### src/rtl/pwr_mode_ctrl.sv
module pwr_mode_ctrl #(
  parameter int N_IRQ   = 22,
  parameter int N_GPIO  = 8,
  parameter int N_SYSC  = 4,
  parameter int RST_CYC = 4
) (
  input  logic              clk,
  input  logic              rst_n,
  input  logic              mode_wr,
  input  logic [1:0]        mode_wdata,
  input  logic [1:0]        xram_keep,
  input  logic [N_IRQ-1:0]  irq_pend,
  input  logic [N_IRQ-1:0]  irq_en,
  input  logic [N_GPIO-1:0] gpio_pend,
  input  logic [N_GPIO-1:0] gpio_en,
  input  logic [N_SYSC-1:0] sysc_pend,
  input  logic [N_SYSC-1:0] sysc_en,
  input  logic              wake_n,
  input  logic              wdt_rst,
  input  logic              sw_rst,
  input  logic              cause_wr,
  input  logic [3:0]        cause_wdata,
  output logic [1:0]        mode_rd,
  output logic              cpu_clk_en,
  output logic              periph_pwr_en,
  output logic              aon_pwr_en,
  output logic              xcvr_pwr_en,
  output logic              iram_ret,
  output logic [1:0]        xram_ret,
  output logic              core_rst_req,
  output logic [3:0]        rst_cause
);
  localparam int CW = $clog2(RST_CYC + 1);
  localparam logic [1:0] M_RUN = 2'd0, M_STBY = 2'd1, M_SLP = 2'd2, M_DEEP = 2'd3;

  logic [1:0]    mode_q, pend_m, keep_q, wk_q;
  logic          pend_vld;
  logic [CW-1:0] rst_cnt;
  logic [3:0]    cause_q;

  wire aon_hit = |(gpio_pend & gpio_en) | |(sysc_pend & sysc_en);
  wire any_hit = aon_hit | |(irq_pend & irq_en);
  wire wake_lo = ~wk_q[1];
  wire accept  = (mode_q == M_RUN) && (rst_cnt == '0);
  wire lp_exit = ((mode_q == M_SLP) && aon_hit) || ((mode_q == M_DEEP) && wake_lo);

  always_ff @(posedge clk or negedge rst_n)
    if (!rst_n) wk_q <= 2'b11;
    else        wk_q <= {wk_q[0], wake_n};

  always_ff @(posedge clk or negedge rst_n) begin
    if (!rst_n) begin
      mode_q   <= M_RUN;
      pend_m   <= M_RUN;
      pend_vld <= 1'b0;
      keep_q   <= 2'b00;
      rst_cnt  <= '0;
    end else begin
      if (rst_cnt != '0) rst_cnt <= rst_cnt - 1'b1;
      case (mode_q)
        M_RUN:
          if (accept && mode_wr) begin
            pend_m   <= mode_wdata;
            pend_vld <= (mode_wdata != M_RUN);
          end else if (pend_vld) begin
            mode_q   <= pend_m;
            pend_vld <= 1'b0;
            keep_q   <= xram_keep;
          end
        M_STBY:
          if (any_hit) mode_q <= M_RUN;
        default:
          if (lp_exit) begin
            mode_q  <= M_RUN;
            rst_cnt <= CW'(RST_CYC);
          end
      endcase
    end
  end

  always_ff @(posedge clk or negedge rst_n)
    if (!rst_n) cause_q <= 4'b0001;
    else        cause_q <= (cause_q & ~(cause_wr ? cause_wdata : 4'h0))
                           | {sw_rst, wdt_rst, lp_exit, 1'b0};

  assign mode_rd       = mode_q;
  assign cpu_clk_en    = (mode_q == M_RUN);
  assign periph_pwr_en = ~mode_q[1];
  assign aon_pwr_en    = (mode_q != M_DEEP);
  assign xcvr_pwr_en   = (mode_q != M_DEEP);
  assign iram_ret      = (mode_q != M_DEEP);
  assign xram_ret      = (mode_q == M_SLP) ? keep_q : (mode_q == M_DEEP) ? 2'b00 : 2'b11;
  assign core_rst_req  = (rst_cnt != '0);
  assign rst_cause     = cause_q;


  wr_hold_chk: assert property (@(posedge clk) disable iff (!rst_n)
    (mode_q == M_RUN && mode_wr) |=> (mode_q == M_RUN));

  stby_wake_chk: assert property (@(posedge clk) disable iff (!rst_n)
    (mode_q == M_STBY && |(irq_pend & irq_en)) |=> (mode_q == M_RUN));

  slp_hold_chk: assert property (@(posedge clk) disable iff (!rst_n)
    (mode_q == M_SLP && !(|(gpio_pend & gpio_en)) && !(|(sysc_pend & sysc_en))) |=> (mode_q == M_SLP));

  deep_hold_chk: assert property (@(posedge clk) disable iff (!rst_n)
    (mode_q == M_DEEP && wk_q[1]) |=> (mode_q == M_DEEP));

  rst_src_chk: assert property (@(posedge clk) disable iff (!rst_n)
    $rose(core_rst_req) |-> $past(mode_q[1]) && rst_cause[1]);

  wdt_cause_chk: assert property (@(posedge clk) disable iff (!rst_n)
    wdt_rst |=> rst_cause[2]);

  wr_ign_chk: assert property (@(posedge clk) disable iff (!rst_n)
    (mode_q == M_RUN && core_rst_req) |=> (mode_q == M_RUN));
endmodule

### config.mk
export PLATFORM = sky130hd
export DESIGN_NAME = pwr_mode_ctrl
export DESIGN_NICKNAME = d
export VERILOG_FILES = /design/src/rtl/pwr_mode_ctrl.sv
export SDC_FILE = /design/constraint.sdc
export NUM_CORES = 1
export LEC_CHECK = 0
export BUFFER_PORTS_ARGS = -buffer_cell sky130_fd_sc_hd__buf_2
export CAP_MARGIN = 20
export CORE_MARGIN = 2
export CORE_UTILIZATION = 36
export CTS_CLUSTER_DIAMETER = 40
export CTS_CLUSTER_SIZE = 8
export DETAILED_ROUTE_END_ITERATION = 8
export PLACE_DENSITY = 0.83
export SYNTH_ARGS = -nofsm -noshare
export SYNTH_HDL_FRONTEND = slang
export SYNTH_SLANG_ARGS = --single-unit
### constraint.sdc
create_clock -name clk -period 4.6 [get_ports clk]
set_input_delay 0.69 -clock clk [delete_from_list [all_inputs] [get_ports clk]]
set_output_delay 0.69 -clock clk [all_outputs]
set_load 0.1 [all_outputs]
==> results.json, run 1 <==
{
  "slew-limit-headroom_pct": 66.2,
  "n_antenna_cell": 0,
  "power_density_nw_per_um2": 460,
  "synth.distinct_cells": 30,
  "crit_cells": 4,
  "cts_buffers": 3,
  "wire_per_inst_um": 12.2,
  "slowest_delay_ns": 0.45,
  "row_count": 18,
  "grt_pass1_wl_um": 3990,
  "maxCapViolations": 0,
  "syn_to_final_growth_pct": 59.6,
  "start_util_pct": 37.2,
  "final_hold_viol_count": 0,
  "grt_overflow": 0,
  "cts.htree.levels": 1,
  "worst_slack_ns": 2.38,
  "fp.coreArea_um2": 2410,
  "path_class": "reg -> out",
  "netlist_area_um2": 897,
  "yosysSeqAreaShare_pct": 45.0,
  "slowest_stage": "buf_2",
  "die_w_um": 53.9,
  "dp_hpwl_um": 2330,
  "timing.rr.end": "pend_m[0]",
  "cts_tree": "built",
  "die_area_um2": 2910,
  "p_int_mw": 0.345,
  "synth-seq-cells": 16,
  "synth_flop_cell": "dfrtp_1",
  "ant_nets": 0,
  "cts.repair_timing.setup_buffer_count": 0,
  "crit_required_ns": 3.91,
  "regArea_um2": 404,
  "clock-sinks": 16,
  "drc_errors": 0,
  "run_status": "complete, no violations",
  "arrival_ns": 1.53,
  "setup.worst_path.start_class": "flop",
  "p_sw_share_pct": 47.6,
  "cts_buffer_depth": 2,
  "clk_latency_ns": 0.27,
  "grt_start_max_net_pins": 17,
  "synth_edf_count": 0,
  "critPathCaptureType": "output pin",
  "slew_violations": 0,
  "cts.repair.resized": 0,
  "fillers": 202,
  "p_comb_share_pct": 53.8,
  "rsz0062_at_grt": "false",
  "ff2ff_setup_slack_ns": 3.00,
  "hp-class": "in -> async",
  "ys_warn_count": 0,
  "io_pins": 97,
  "routed_via_density": 5.01,
  "dp_slack_ns": 2.68,
  "finClkSkew_ns": 0.00527,
  "worstPathMaxFanout": 4,
  "dr.pass1.iters": 4,
  "finalCritPeriodShare_pct": 48.2,
  "synth.avg_cell_area_um2": 9.97,
  "clockPowerShare_pct": 13.4,
  "clock_tree.root_cell": "clkbuf_4",
  "path_cells": "inv_1 -> ha_1 -> nand2b_1 -> buf_2",
  "setup_viol": 0,
  "endpoint": "core_rst_req",
  "period_minus_slack_ns": 2.22,
  "worstRegToRegCells": 5,
  "switchingPower_mw": 0.314,
  "seqPwrFrac_pct": 32.8,
  "setup_tns_ns": 0,
  "layout-drive-gt1-share_pct": 59.4,
  "io_buffers": 96,
  "grt_use_total_pct": 18.9,
  "ys_async_sr_fraction_pct": 100,
  "peakVddDrop_v": 0.000414,
  "fin_nets": 273,
  "crit_start": "rst_cnt[1]",
  "syn_nets": 175,
  "routabilityCongestion": 0.662,
  "critPathBufInv": 2,
  "clkSlewWorstSetupHoldPaths_ns": 0.09,
  "syn_inst": 90,
  "r2r_start": "rst_cnt[0]",
  "chipHeight_um": 53.9,
  "totalWireLength_um": 2650,
  "grt_pass1_vias": 1003,
  "vias": 1087,
  "path_delay_family": "buffers and inverters",
  "fin_hold_ws_ns": 0.307,
  "multiInputGateArea_um2": 450,
  "tightest_slew_ns": 0.501,
  "hold_buffers": 0,
  "antenna_found_initial": 0,
  "drt-initial-drc-count": 12,
  "p_leak_nw": 0.776,
  "fmax_mhz": 451
}
[worst min path at each step]
| stage | to | start | slack [ns] |
|---|---|---|---|
| 6_report | rst_cause[1] | rst_n | 0.31 |
| 2_1_floorplan | wk_q[1] | wk_q[0] | 0.35 |
| 4_1_cts | rst_cause[1] | rst_n | 0.32 |
| 5_1_grt | rst_cause[1] | rst_n | 0.32 |
| 3_3_place_gp | wk_q[1] | wk_q[0] | 0.35 |
| 3_5_place_dp | wk_q[1] | wk_q[0] | 0.35 |
[cells in the mapped netlist (2+ instances only)]
master / count / area, µm²
mux2_2: 4 / 45.0
ha_1: 2 / 25.0
nand3_1: 3 / 15.0
inv_1: 6 / 22.5
nand4_1: 2 / 12.5
dfrtp_1: 13 / 325
buf_4: 2 / 15.0
a21o_1: 3 / 22.5
o21ai_0: 5 / 25.0
a22oi_1: 13 / 97.6
dfstp_2: 3 / 78.8
a22oi_2: 2 / 25.0
nor2_1: 3 / 11.3
nand2_1: 13 / 48.8
[flip-flops by register name, summed over array words and instances (netlist names)]
| name | count |
|---|---|
| rst_cause | 4 |
| rst_cnt | 3 |
| keep_q | 2 |
| mode_rd | 2 |
| pend_m | 2 |
| wk_q | 2 |
| pend_vld | 1 |
[worst reg2reg max path: stages (launching register included)]
cell and delay (ns):
dfrtp_1 0.37, inv_1 0.10, ha_1 0.20, nand3b_1 0.14, or3_1 0.38, mux2_2 0.29
[routing by layer]
layer  GRT usage (%)  up-vias  share of wire (%)
met3            3.33        0                 10
li1                -      526                  -
met5               0        -                  0
met2            41.1       54                 56
met1            18.0      507                 33
met4            2.56        0                  0
[layout make-up]
cell class / count / share of cell area, %
Clock buffer: 4 / 2.53
Tap cell: 30 / 2.62
Multi-Input combinational cell: 65 / 31.5
Inverter: 6 / 1.57
Timing Repair Buffer: 96 / 33.6
Sequential cell: 16 / 28.2
[power groups by stage]
stage                     combinational, mW  clock (mW)  sequential [mW]
after global routing                  0.387      0.0971            0.222
after global placement                0.345           0            0.213
after CTS                             0.359      0.0907            0.216
after floorplan                       0.216           0            0.270
final                                 0.355      0.0882            0.216
after detailed placement              0.359           0            0.218
[layout by cell type, fill, tap and decap left out]
| cell type | n |
|---|---|
| dfstp_2 | 3 |
| nand4_1 | 2 |
| ha_1 | 2 |
| nand3_1 | 3 |
| nor4_1 | 1 |
| buf_2 | 96 |
| mux2_2 | 4 |
| nand4b_1 | 1 |
| clkbuf_8 | 1 |
| nand2_1 | 13 |
| o211a_1 | 1 |
| a21boi_1 | 1 |
| nor2_1 | 3 |
| inv_1 | 6 |
| or3_1 | 1 |
| a21oi_1 | 1 |
| nand3b_1 | 1 |
| a21boi_0 | 1 |
| xnor2_1 | 1 |
| a22oi_2 | 2 |
| clkbuf_4 | 3 |
| dfrtp_1 | 13 |
| a21o_1 | 3 |
| nand2b_1 | 1 |
| a22oi_1 | 13 |
| a222oi_1 | 1 |
| and2_2 | 1 |
| mux2i_1 | 1 |
| o21ai_0 | 5 |
| nor3_1 | 1 |
| o41ai_2 | 1 |
[per-stage QoR]
stage | instances | total power [mW] | utilization [%] | cell area, µm²
final | 217 | 0.659 | 59.4 | 1430
after global routing | 217 | 0.706 | 59.4 | 1430
after CTS | 217 | 0.666 | 59.4 | 1430
after detailed placement | 213 | 0.577 | 57.9 | 1400
after global placement | 213 | 0.559 | 57.9 | 1400
after floorplan | 90 | 0.486 | - | 897
[kinds of logic after synthesis]
| group | share of synthesized area [%] |
|---|---|
| AO/OA/AOI/OAI | 25.2 |
| AND/OR/NAND/NOR | 15.1 |
| flip-flops | 45.0 |
| buffers and inverters | 4.74 |
| multiplexers | 6.14 |
| adder cells (fa/ha/maj) | 2.79 |
| XOR/XNOR | 0.976 |
(Power assumes the default switching activity.)
==> run 2, diff against run 1 <==
--- a/config.mk
+++ b/config.mk
@@ -5,14 +5,15 @@
 export SDC_FILE = /design/constraint.sdc
 export NUM_CORES = 1
 export LEC_CHECK = 0
+export ABC_AREA = 1
 export BUFFER_PORTS_ARGS = -buffer_cell sky130_fd_sc_hd__buf_2
 export CAP_MARGIN = 20
 export CORE_MARGIN = 2
-export CORE_UTILIZATION = 36
+export CORE_UTILIZATION = 32
 export CTS_CLUSTER_DIAMETER = 40
 export CTS_CLUSTER_SIZE = 8
 export DETAILED_ROUTE_END_ITERATION = 8
-export PLACE_DENSITY = 0.83
+export PLACE_DENSITY = 0.76
 export SYNTH_ARGS = -nofsm -noshare
 export SYNTH_HDL_FRONTEND = slang
 export SYNTH_SLANG_ARGS = --single-unit
==> constraint.sdc (replaced) <==
create_clock -name clk -period 1.9 [get_ports clk]
set_input_delay 0.285 -clock clk [delete_from_list [all_inputs] [get_ports clk]]
set_output_delay 0.285 -clock clk [all_outputs]
set_load 0.1 [all_outputs]
==> run 2 against run 1 <==
Highest routed layer is now met4; sequential power rose to 2.7 times the previous value; total power rose to 3.5 times the previous value; register-to-register slack got worse by 2.7 ns; largest cell class is now multi-input gates; sequential cell count is the same; critical path depth decreased by 2.
==> results.json, run 2 <==
{
  "run_status": "complete, no violations",
  "seqPwrFrac_pct": 25.4,
  "ys_top_cells_by_area": "dfrtp_1 (33%), nand2_1 (28%), dfstp_2 (8.1%)",
  "synth-adder-area-share_pct": 2.57,
  "cts.htree.levels": 1,
  "stdcell_count": 275,
  "synthDominantCellAreaShare_pct": 33.4,
  "syn_nets": 228,
  "finalCritPeriodShare_pct": 94.9,
  "switchingPower_mw": 1.31,
  "synth-xor-area-share_pct": 0,
  "grt_overflow": 0,
  "yosysSeqAreaShare_pct": 41.5,
  "synth.avg_cell_area_um2": 6.82,
  "clkSlewWorstSetupHoldPaths_ns": 0.10,
  "cts.repair_timing.setup_buffer_count": 0,
  "clk_latency_ns": 0.30,
  "place_area_um2": 1550,
  "io_pins": 97,
  "final_cell_mix": "buf_2 (93), nand2_1 (70), nor2_1 (12), dfrtp_1 (11), inv_1 (8)",
  "syn_inst": 143,
  "synth_edf_count": 0,
  "hp-class": "in -> reg",
  "netlist_area_um2": 975,
  "drt-initial-drc-count": 21,
  "synth_flop_cell": "dfrtp_1",
  "rsz0062_at_grt": "false",
  "n_antenna_cell": 0,
  "utilization_pct": 53.6,
  "wl_met3_um": 149,
  "chipHeight_um": 59.2,
  "grt_pass1_wl_um": 4480,
  "dp_hpwl_um": 2340,
  "clock-sinks": 16,
  "p_comb_share_pct": 64.3,
  "start_util_pct": 32.7,
  "finClkSkew_ns": 0.00175,
  "arrival_ns": 1.52,
  "ys_async_sr_fraction_pct": 100,
  "fin_hold_ws_ns": 0.0753,
  "grt_start_max_net_pins": 17,
  "routabilityCongestion": 0.786,
  "layout_commonest_cell": "buf_2",
  "antenna_found_initial": 0,
  "dr.max_layer_used": "met4",
  "ant_nets": 0,
  "vias": 1204,
  "synth_top_family_by_area": "simple AND/OR/NAND/NOR gates",
  "clockPowerShare_pct": 10.3,
  "synth_compound_area_share_pct": 7.45,
  "synth.area.mux_share_pct": 2.31,
  "dr.pass1.iters": 4,
  "grt_use_total_pct": 16.8,
  "fp.coreArea_um2": 2980,
  "wire_per_inst_um": 9.86,
  "path_class": "reg -> out",
  "crit_required_ns": 1.62,
  "slew_violations": 0,
  "setup.worst_path.start_class": "flop",
  "die_w_um": 59.2,
  "cts_tree": "built",
  "slew-limit-headroom_pct": 67.1,
  "synth-simple-area-share_pct": 40.8,
  "clock_tree.root_cell": "clkbuf_4",
  "cts_buffer_depth": 2,
  "totalWireLength_um": 2710,
  "period_minus_slack_ns": 1.80,
  "die_area_um2": 3500,
  "p_sw_share_pct": 56.9,
  "syn_to_final_growth_pct": 63.8,
  "fin_area_um2": 1600,
  "drc_errors": 0,
  "critPathCaptureType": "output pin",
  "setup_viol": 0,
  "fin_nets": 328,
  "peakVddDrop_v": 0.00111,
  "largest_reg_flops": 4,
  "p_int_mw": 0.988,
  "tightest_slew_ns": 0.497,
  "synth_common_cells": "nand2_1 (73), nor2_1 (14), dfrtp_1 (13), inv_1 (9), nand3_1 (7)",
  "route.met2.wl_um": 1370,
  "power_density_nw_per_um2": 1440,
  "layout-drive-gt1-share_pct": 47.9,
  "io_buffers": 96,
  "row_count": 20,
  "worstRegToRegCells": 7,
  "worstPathMaxFanout": 7,
  "synth-seq-cells": 16,
  "yosysTopAreaCell": "dfrtp_1",
  "routed_via_density": 4.38,
  "p_leak_nw": 0.911,
  "synth.distinct_cells": 20,
  "cts_buffers": 3,
  "grt_pass1_vias": 1145,
  "synth_most_common_cell": "nand2_1",
  "dp_cells": 270,
  "wl_met1_um": 1120,
  "maxCapViolations": 0,
  "fmax_mhz": 554,
  "holdPathStages": 1,
  "final_hold_viol_count": 0,
  "ys_warn_count": 0
}
run 2: cell families (layout without fill, tap and decap cells):
family          count (synthesis)  in the layout
simple gates                   99             99
flops                          16             16
compound gates                 12             12
buf+inv                        12            111
fa+ha+maj                       2              2
mux                             2              2
run 2: worst max-delay path: stages (launching register included):
cell and delay, ns:
dfrtp_4 0.57, nor2_4 0.20, buf_2 0.45
run 2: per-stage QoR:
step           total power [mW]  setup WS [ns]  setup TNS, ns
6_report                   2.29         0.0961              0
5_1_grt                    2.44         0.0233              0
3_3_place_gp               2.04          0.366              0
3_5_place_dp               2.06          0.293              0
4_1_cts                    2.30         0.0326              0
2_1_floorplan              1.71         -0.246         -0.602
run 2: what timing repair did:
item / 4_1_cts / 5_1_grt
hold endpoints to repair: 13 / 0
resized for setup: 0 / 3
setup endpoints to repair: 0 / 1
hold buffers: 1 / 0
run 2: area by class of cell:
cell class | instances | area [µm²]
clock buffer | 4 | 36.3
tap | 33 | 41.3
multi-input combinational | 115 | 546
fill | 283 | 1380
inverter | 10 | 41.3
timing repair buffer | 97 | 523
sequential | 16 | 409
run 2: power groups by stage:
stage               clock network, mW  registers [mW]  logic [mW]
floorplan                           0           0.783       0.926
global placement                    0           0.581        1.46
detailed placement                  0           0.589        1.47
CTS                             0.239           0.581        1.48
global route                    0.248           0.602        1.59
finish                          0.235           0.583        1.48
run 2: final timing paths:
| check | from | endpoint | slack (ns) |
|---|---|---|---|
| setup / recovery | mode_rd[1] | cpu_clk_en | 0.1 |
| max in group asynchronous | rst_n | wk_q[0] | 1.17 |
| hold reg to reg | wk_q[0] | wk_q[1] | 0.36 |
| setup reg to reg | rst_cnt[0] | keep_q[1] | 0.35 |
| min in group asynchronous | rst_n | mode_rd[0] | 0.43 |
| hold / removal | wake_n | wk_q[0] | 0.08 |
run 2: metal layers:
| layer | track usage, % | vias to the layer above |
|---|---|---|
| met5 | 0 | - |
| met4 | 10.7 | 0 |
| met3 | 1.75 | 7 |
| met2 | 29.7 | 39 |
| met1 | 19.2 | 513 |
| li1 | - | 645 |
==> run 3, diff against run 2 <==
--- a/config.mk
+++ b/config.mk
@@ -13,7 +13,7 @@
 export CTS_CLUSTER_DIAMETER = 40
 export CTS_CLUSTER_SIZE = 8
 export DETAILED_ROUTE_END_ITERATION = 8
-export PLACE_DENSITY = 0.76
+export PLACE_DENSITY_LB_ADDON = 0.05
 export SYNTH_ARGS = -nofsm -noshare
 export SYNTH_HDL_FRONTEND = slang
 export SYNTH_SLANG_ARGS = --single-unit
==> run 3 against run 2 <==
Non-clock buffer count unchanged; global-route usage down 2.2 points; count of clock-buffer cells in the layout stayed put; register-to-register slack worse by 0.04 ns; critical path type unchanged.
==> results.json, run 3 (same netlist as run 2, synthesis figures left out) <==
{
  "run_status": "complete, no violations",
  "cts_buffers": 3,
  "drc_errors": 0,
  "dp_slack_ns": 0.241,
  "wire_per_inst_um": 9.68,
  "place_area_um2": 1550,
  "maxCapViolations": 0,
  "dp_hpwl_um": 2310,
  "ant_nets": 0,
  "finalCritPeriodShare_pct": 94.2,
  "grt_pass1_vias": 1106,
  "peakVddDrop_v": 0.000700,
  "final_cell_mix": "buf_2 (93), nand2_1 (70), nor2_1 (12), dfrtp_1 (11), inv_1 (8)",
  "slew_violations": 0,
  "holdPathStages": 1,
  "worstRegToRegCells": 7,
  "grt_use_total_pct": 14.6,
  "die_w_um": 59.2,
  "antenna_found_initial": 0,
  "n_antenna_cell": 0,
  "grt_pass1_wl_um": 4010,
  "stdcell_count": 275,
  "vias": 1243,
  "dp_cells": 270,
  "cts_tree": "built",
  "io_pins": 97,
  "setup.worst_path.start_class": "flop",
  "clock-sinks": 16,
  "setup_tns_ns": 0,
  "drt-initial-drc-count": 21,
  "critPathCaptureType": "output pin",
  "clk_latency_ns": 0.28,
  "utilization_pct": 53.3,
  "clock_tree.root_cell": "clkbuf_4",
  "fin_area_um2": 1590,
  "totalWireLength_um": 2660,
  "fmax_mhz": 559,
  "routed_via_density": 4.52,
  "hold_path_startpoint": "wake_n",
  "cts.htree.levels": 1,
  "clkSlewWorstSetupHoldPaths_ns": 0.09,
  "chipHeight_um": 59.2,
  "grt_overflow": 0,
  "power_density_nw_per_um2": 1420,
  "finClkSkew_ns": 0.00271,
  "row_count": 20,
  "fin_hold_ws_ns": 0.0980,
  "slew-limit-headroom_pct": 67.4,
  "fin_nets": 328,
  "layout_commonest_cell": "buf_2",
  "dr.pass1.iters": 4,
  "routabilityCongestion": 0.646,
  "final_hold_viol_count": 0,
  "die_area_um2": 3500,
  "rsz0062_at_grt": "false",
  "largest_reg_flops": 4,
  "ff2ff_setup_slack_ns": 0.31,
  "timing.rr.end": "keep_q[1]",
  "whs_endpoint": "wk_q[0]",
  "start_util_pct": 32.7,
  "worstPathMaxFanout": 7,
  "path_class": "reg -> out",
  "crit_required_ns": 1.62,
  "tightest_slew_ns": 0.493,
  "cts_buffer_depth": 2,
  "worst_slack_ns": 0.111,
  "setup_viol": 0,
  "syn_to_final_growth_pct": 62.8,
  "layout-drive-gt1-share_pct": 47.5,
  "arrival_ns": 1.50,
  "hp-class": "in -> reg",
  "io_buffers": 96,
  "grt_start_max_net_pins": 17,
  "fp.coreArea_um2": 2980,
  "r2r_start": "rst_cnt[0]",
  "fin_total_pwr_mw": 2.25,
  "p_leak_nw": 0.905,
  "period_minus_slack_ns": 1.79
}
-- run 3: cell count changes in the layout (fill, tap and decap cells not counted) --
| cell | previous run | this run |
|---|---|---|
| clkbuf_8 | 1 | 0 |
| clkbuf_1 | 0 | 1 |
-- run 3: final cells by class --
cell class              instances  area (µm²)
repair buffers                 97         523
inverters                      10        41.3
multi-input cells             115         546
fillers                       299        1390
flip-flops and latches         16         409
clock buffers                   4        26.3
well taps                      33        41.3
-- run 3: power breakdown --
group	switching, mW	internal [mW]
clock network	0.104	0.0814
registers	0.112	0.470
logic	1.08	0.402
total	1.29	0.954
-- run 3: worst max-delay path by stage --
stage              endpoint  startpoint  slack, ns  cells past startpoint
2_1_floorplan   xram_ret[0]  mode_rd[1]      -0.25                      4
3_3_place_gp      keep_q[0]  rst_cnt[0]       0.34                      7
3_5_place_dp      keep_q[1]  rst_cnt[0]       0.24                      7
4_1_cts        core_rst_req  rst_cnt[0]       0.01                      6
5_1_grt        core_rst_req  rst_cnt[0]       0.02                      6
6_report         cpu_clk_en  mode_rd[1]       0.11                      2
-- run 3: repair_timing --
item | 4_1_cts | 5_1_grt
endpoints found under the hold margin | 13 | 0
buffers inserted | 0 | 0
endpoints found under the setup margin | 0 | 1
resized for setup | 0 | 3
hold buffers | 1 | 0
-- run 3: layer usage --
layer  GRT usage (%)  up-vias  wire length [µm]
met5               0        -                 0
met4            4.87        0                14
met3            2.18        2               238
met2            29.5       58              1340
met1            14.8      539              1070
li1                -      644                 -
-- run 3: critical path: stages, from the launching register on --
cell and delay, ns:
dfrtp_4 0.57, nor2_4 0.20, buf_2 0.46
